[config.mk]
export PLATFORM = sky130hd
export DESIGN_NAME = hazard_unit
export DESIGN_NICKNAME = d
export VERILOG_FILES = /design/src/rtl/hazard_pkg.sv /design/src/rtl/fwd_select.sv /design/src/rtl/load_use_detect.sv /design/src/rtl/hazard_unit.sv
export SDC_FILE = /design/constraint.sdc
export NUM_CORES = 1
export LEC_CHECK = 0
export CAP_MARGIN = 5
export CORE_UTILIZATION = 25
export DETAILED_ROUTE_END_ITERATION = 8
export GPL_ROUTABILITY_DRIVEN = 0
export PLACE_DENSITY = 0.73
export SYNTH_ARGS = -nofsm -noshare
export SYNTH_HDL_FRONTEND = slang
export SYNTH_SLANG_ARGS = --single-unit
[constraint.sdc]
create_clock -name vclk -period 4.5
set_clock_uncertainty 0.1 [all_clocks]
set_input_delay 0.9 -clock vclk [all_inputs]
set_output_delay 0.9 -clock vclk [all_outputs]
set_load 0.05 [all_outputs]
[src/rtl/hazard_pkg.sv]
// Package hazard_pkg
// Shared encoding of the operand-source select used by the forwarding logic.
// Assumes the datapath multiplexer decodes exactly these three codes.
package hazard_pkg;

    typedef enum logic [1:0] {
        SRC_REGFILE = 2'b00,
        SRC_EXMEM   = 2'b01,
        SRC_MEMWB   = 2'b10
    } src_sel_e;

endpackage

[src/rtl/fwd_select.sv]
// Module fwd_select
// Chooses the source of one ALU operand by comparing its register number
// with the destinations of the two older in-flight instructions.
// Assumes register 0 is hard-wired to zero and is never a forwarding target.
module fwd_select #(
    parameter int ADDR_W = 5
) (
    input  logic [ADDR_W-1:0]    src,
    input  logic [ADDR_W-1:0]    exmem_rd,
    input  logic                 exmem_we,
    input  logic [ADDR_W-1:0]    memwb_rd,
    input  logic                 memwb_we,
    output hazard_pkg::src_sel_e sel
);
    import hazard_pkg::*;

    localparam logic [ADDR_W-1:0] ZERO_REG = '0;

    logic hit_exmem;
    logic hit_memwb;

    // Qualify each producer: it writes, it is not the zero register, it matches.
    always_comb begin
        hit_exmem = exmem_we && (exmem_rd != ZERO_REG) && (exmem_rd == src);
        hit_memwb = memwb_we && (memwb_rd != ZERO_REG) && (memwb_rd == src);
    end

    // Newest producer takes priority over the older one.
    always_comb begin
        if (hit_exmem)      sel = SRC_EXMEM;
        else if (hit_memwb) sel = SRC_MEMWB;
        else                sel = SRC_REGFILE;
    end

endmodule

[src/rtl/load_use_detect.sv]
// Module load_use_detect
// Flags a load in decode/execute whose destination feeds either source
// of the instruction directly behind it in fetch/decode.
// Assumes the load's destination number is valid whenever load is set.
module load_use_detect #(
    parameter int ADDR_W = 5
) (
    input  logic [ADDR_W-1:0] ifid_rs,
    input  logic [ADDR_W-1:0] ifid_rt,
    input  logic [ADDR_W-1:0] load_dst,
    input  logic              load,
    output logic              hazard
);
    localparam logic [ADDR_W-1:0] ZERO_REG = '0;

    // A load into the zero register produces nothing worth waiting for.
    always_comb begin
        hazard = load && (load_dst != ZERO_REG) &&
                 ((load_dst == ifid_rs) || (load_dst == ifid_rt));
    end

endmodule

[src/rtl/hazard_unit.sv]
// Module hazard_unit
// Hazard control for a five-stage in-order pipeline: two operand-forwarding
// selects plus a one-cycle load-use interlock. Purely combinational.
// Assumes the caller registers nothing here; all outputs settle within the cycle.
module hazard_unit #(
    parameter int ADDR_W = 5
) (
    input  logic [ADDR_W-1:0] ifid_rs,
    input  logic [ADDR_W-1:0] ifid_rt,
    input  logic [ADDR_W-1:0] idex_rs,
    input  logic [ADDR_W-1:0] idex_rt,
    input  logic [ADDR_W-1:0] idex_dst,
    input  logic              idex_mem_read,
    input  logic [ADDR_W-1:0] exmem_rd,
    input  logic              exmem_reg_write,
    input  logic [ADDR_W-1:0] memwb_rd,
    input  logic              memwb_reg_write,
    output logic              stall_pc,
    output logic              stall_ifid,
    output logic              flush_idex,
    output logic [1:0]        fwd_a,
    output logic [1:0]        fwd_b
);
    import hazard_pkg::*;

    localparam int N_OPS = 2;

    logic [ADDR_W-1:0] op_src [N_OPS];
    src_sel_e          op_sel [N_OPS];
    logic              lu_hazard;

    // Gather operand sources: index 0 is A (rs), index 1 is B (rt).
    always_comb begin
        op_src[0] = idex_rs;
        op_src[1] = idex_rt;
    end

    // One forwarding selector per ALU operand.
    for (genvar g = 0; g < N_OPS; g++) begin : g_op
        fwd_select #(.ADDR_W(ADDR_W)) u_sel (
            .src      (op_src[g]),
            .exmem_rd (exmem_rd),
            .exmem_we (exmem_reg_write),
            .memwb_rd (memwb_rd),
            .memwb_we (memwb_reg_write),
            .sel      (op_sel[g])
        );
    end

    load_use_detect #(.ADDR_W(ADDR_W)) u_lu (
        .ifid_rs  (ifid_rs),
        .ifid_rt  (ifid_rt),
        .load_dst (idex_dst),
        .load     (idex_mem_read),
        .hazard   (lu_hazard)
    );

    // Drive the select outputs and the three interlock lines.
    always_comb begin
        fwd_a      = op_sel[0];
        fwd_b      = op_sel[1];
        stall_pc   = lu_hazard;
        stall_ifid = lu_hazard;
        flush_idex = lu_hazard;
    end

endmodule

# Word-level counts from Yosys, hierarchy flattened
# Cells that the tools add are included.
# totals
register_bits	0
inputBits	38
# op_classes
reduce_logical	12
eq_ne	6
n_mux	4
# ops
cell	count
$eq 5x5->1	6
$reduce_bool 5->1	3
$logic_and 1x1->1	8
$mux 2	4
$logic_or 1x1->1	1

# Depth between registers and ports, before layout
# Gate-level depths: netlist of the first run.
# depth
depth_word	5
mapped_depth	5
mapped_depth_nobuf	4

# Cells and area by module
# Synthesis of the first run repeated with hierarchy kept, for this count alone.
# unflattened
hier_cells	61
hier_area_um2	457.9
# modules_own_cells
module	seq_area_each_um2	instances	cells_per_inst	area_each_um2
fwd_select	0.0	2	21	158.9
load_use_detect	0.0	1	17	125.1
hazard_unit	0.0	1	2	15.0

# Worst setup path before layout of the first run
# Ideal clock, no wire load.
# synth_path
path_type	input to output
startpoint	in exmem_rd[0]
endpoint	out fwd_a[1]
setup_slack_ps	872
path_buffers	0
arrival_time_ps	2628
required_time_ps	3500
stages	4
cell_sequence	or4_1 o21ai_2 nor4_1 nor4_2
# synth_via
elab_chain_cells	4
# synth_lines
item	line	text
start: declaration	hazard_unit.sv:14	input logic [ADDR_W-1:0] exmem_rd,
$reduce_bool 5->1	fwd_select.sv:24	hit_exmem = exmem_we && (exmem_rd != ZERO_REG) && (exmem_rd == src);
$logic_and 1x1->1	fwd_select.sv:24	
$logic_and 1x1->1 *	fwd_select.sv:24	
via g_op[0].u_sel.hit_exmem	fwd_select.sv:19	logic hit_exmem;
$mux 2 *	fwd_select.sv:30	if (hit_exmem) sel = SRC_EXMEM;
end: declaration	hazard_unit.sv:21	output logic [1:0] fwd_a,
# The timed path passes the listed nets; every way through them passes the cells marked *.

# Worst setup path after layout of the first run
# layout_path
startpoint	in exmem_rd[0]
endpoint	out fwd_a[0]
# layout_via
elab_chain_cells	4
# layout_lines
item	line
$reduce_bool 5->1	fwd_select.sv:24
$logic_and 1x1->1	fwd_select.sv:24
$logic_and 1x1->1 *	fwd_select.sv:24
$mux 2 *	fwd_select.sv:30
# Every way passes the cells marked *; elsewhere a longest branch is shown, timed or not.

==> impl_metrics.toml, run 1 <==
[detailed_routing]
drc = 0
drt_iter0_markers = 1
ant_nets = 0
wire_per_inst_um = 13.3
num_vias = 496
routed_via_density = 4.51
firstDrtPassIters = 2
totalWireLength_um = 1470

[cells_and_area]
nets = 134
antenna_cells = 0
design.seq.count = 0
fillers = 148
finalInstanceArea_um2 = 857
drive_gt1_share_pct = 5.32
clock_buffers = 0
synthToLayoutAreaGrowth_pct = 103
register_area_um2 = 0
layout.cells.non_filler = 110

[hold_path]
min_from = "memwb_reg_write"
hp-class = "in -> out"
worstHoldPathCells = 5
whs_endpoint = "fwd_a[1]"

[worst_setup_path]
worstPathMaxFanout = 3
cp-start-kind = "input port"
worst_setup_path_end_kind = "primary output"
crit_type = "in -> out"
cp_slowest_cell = "clkdlybuf4s50_1"
cpMostUsedCell = "clkdlybuf4s50_1"
cpPeakStageDelay_ns = 0.91
cp.required_ns = 3.50
crit_chain = "clkdlybuf4s50_1, or4_1, o21ai_2, nor4_1, clkdlybuf4s50_1"
cp_data_arrival_time_ns = 3.12

[sta]
worst_slack_ns = 0.380
fmax_ghz = 0.243
post-route-period-util_pct = 91.5
rsz0062_at_grt = "no"
worst_slew_pin_slew_ns = 0.585
hold-worst-slack_ns = 2.55
tns_ns = 0
fin_crit_ns = 4.12
report.final.hold_viol_count = 0
slew_violations = 0
relSlewSlack_pct = 60.6
setup_viol = 0

[clocking]
cts_hold_buf = 0
cts_setup_buffers = 0
ctsResizeCount = 0

[placement]
dp_slack_ns = 0.408
placed_cells = 110
io_buffer_count = 45
hpwl_um = 1370
place_area_um2 = 857

[die]
initial_core_util_pct = 27.4
num_io_pins = 45
die_area_um2 = 1860
row_count = 14
die_x_um = 43.1
core_um2 = 1540
die_y_um = 43.1

[logic_synthesis]
syn_inst = 53
yosysUniqueCellTypes = 12
synth-seq-area-share_pct = 0
syn_nets = 91
synth.cell_area_um2 = 422
yosys_warnings = 0
syn_area_per_cell_um2 = 7.96

[pwr]
static-leakage-power_nw = 0.301
power.density_nw_per_um2 = 91.2
irDropWorstVdd_mv = 0.0362

[status]
status = "completed"

[global_routing]
grt_overflow = 0
grt_usage_pct = 16.2
grt_antenna_before_repair = 0
grt_start_max_net_pins = 4
grt_pass1_wl_um = 2370
grt_pass1_vias = 491

[run]
max-cap-violations = 0
[report_power, final]
group,internal [mW],switching [mW]
logic,0.0469,0.0313
registers,0,0
clock network,0,0
[per-layer routing]
metal	GRT usage (%)	up-vias	wire length, um
met3	0.851	2	21
li1	-	271	-
met5	0	-	0
met1	23.5	217	711
met2	27.3	6	721
met4	1.21	0	14
[cells in the final DEF (no fill, tap or decap)]
master and count:
clkdlybuf4s50_1 43, xor2_1 20, xnor2_1 10, or4_1 5, nand3_1 4, nor4_1 2
nor4_2 2, nor3_1 2, buf_4 2, o21ai_2 1, o21ai_1 1, o21ai_0 1
a21oi_1 1
[metrics by stage]
step	total power, mW	utilization (%)
2_1_floorplan	0.0311	-
3_3_place_gp	0.0775	55.6
3_5_place_dp	0.0780	55.6
4_1_cts	0.0782	55.6
5_1_grt	0.0840	55.6
6_report	0.0782	55.6
[Yosys cell counts]
cell type	number	area (um2)
xnor2_1	10	87.6
nor4_2	2	25.0
a21oi_1	1	5.00
xor2_1	20	175
or4_1	5	37.5
nor3_1	2	10.0
nand3_1	4	20.0
o21ai_2	1	8.76
buf_4	4	30.0
nor4_1	2	12.5
o21ai_0	1	5.00
o21ai_1	1	5.00
[how the worst max path moves through the flow]
stage                     depth (start not counted)        to         from
final                                             5  fwd_a[0]  exmem_rd[0]
after global routing                              5  fwd_a[0]  exmem_rd[2]
after CTS                                         5  fwd_a[0]  exmem_rd[1]
after global placement                            5  fwd_a[0]  exmem_rd[0]
after detailed placement                          5  fwd_a[0]  exmem_rd[1]
after floorplan                                   4  fwd_a[1]  exmem_rd[0]
[critical path: cells and delay by family]
| family | cells | cell delay, ns |
|---|---|---|
| and+or+nand+nor | 2 | 0.70 |
| buffers and inverters | 2 | 1.45 |
| AOI/OAI and AO/OA | 1 | 0.06 |
[final cells by class]
type,instances,area (um2),area share [%]
repair buffers,45,445,52.0
well taps,16,20.0,2.34
multi-input cells,49,392,45.7
[logic make-up after synthesis]
| logic type | synth area share [%] |
|---|---|
| simple gates | 24.9 |
| xor+xnor | 62.3 |
| compound gates | 5.63 |
| buf+inv | 7.12 |
No activity file was read; power rests on OpenSTA's default activity.
==> run 2: changes to the inputs <==
Settings changed: CAP_MARGIN 5 to 0.
==> results of run 2 <==
No change in the layout: final DEF, timing and power equal those of run 1.
==> run 3: changes to the inputs <==
Settings changed: CAP_MARGIN 0 to unset.
==> results of run 3 <==
No change in the layout: final DEF, timing and power equal those of run 1.
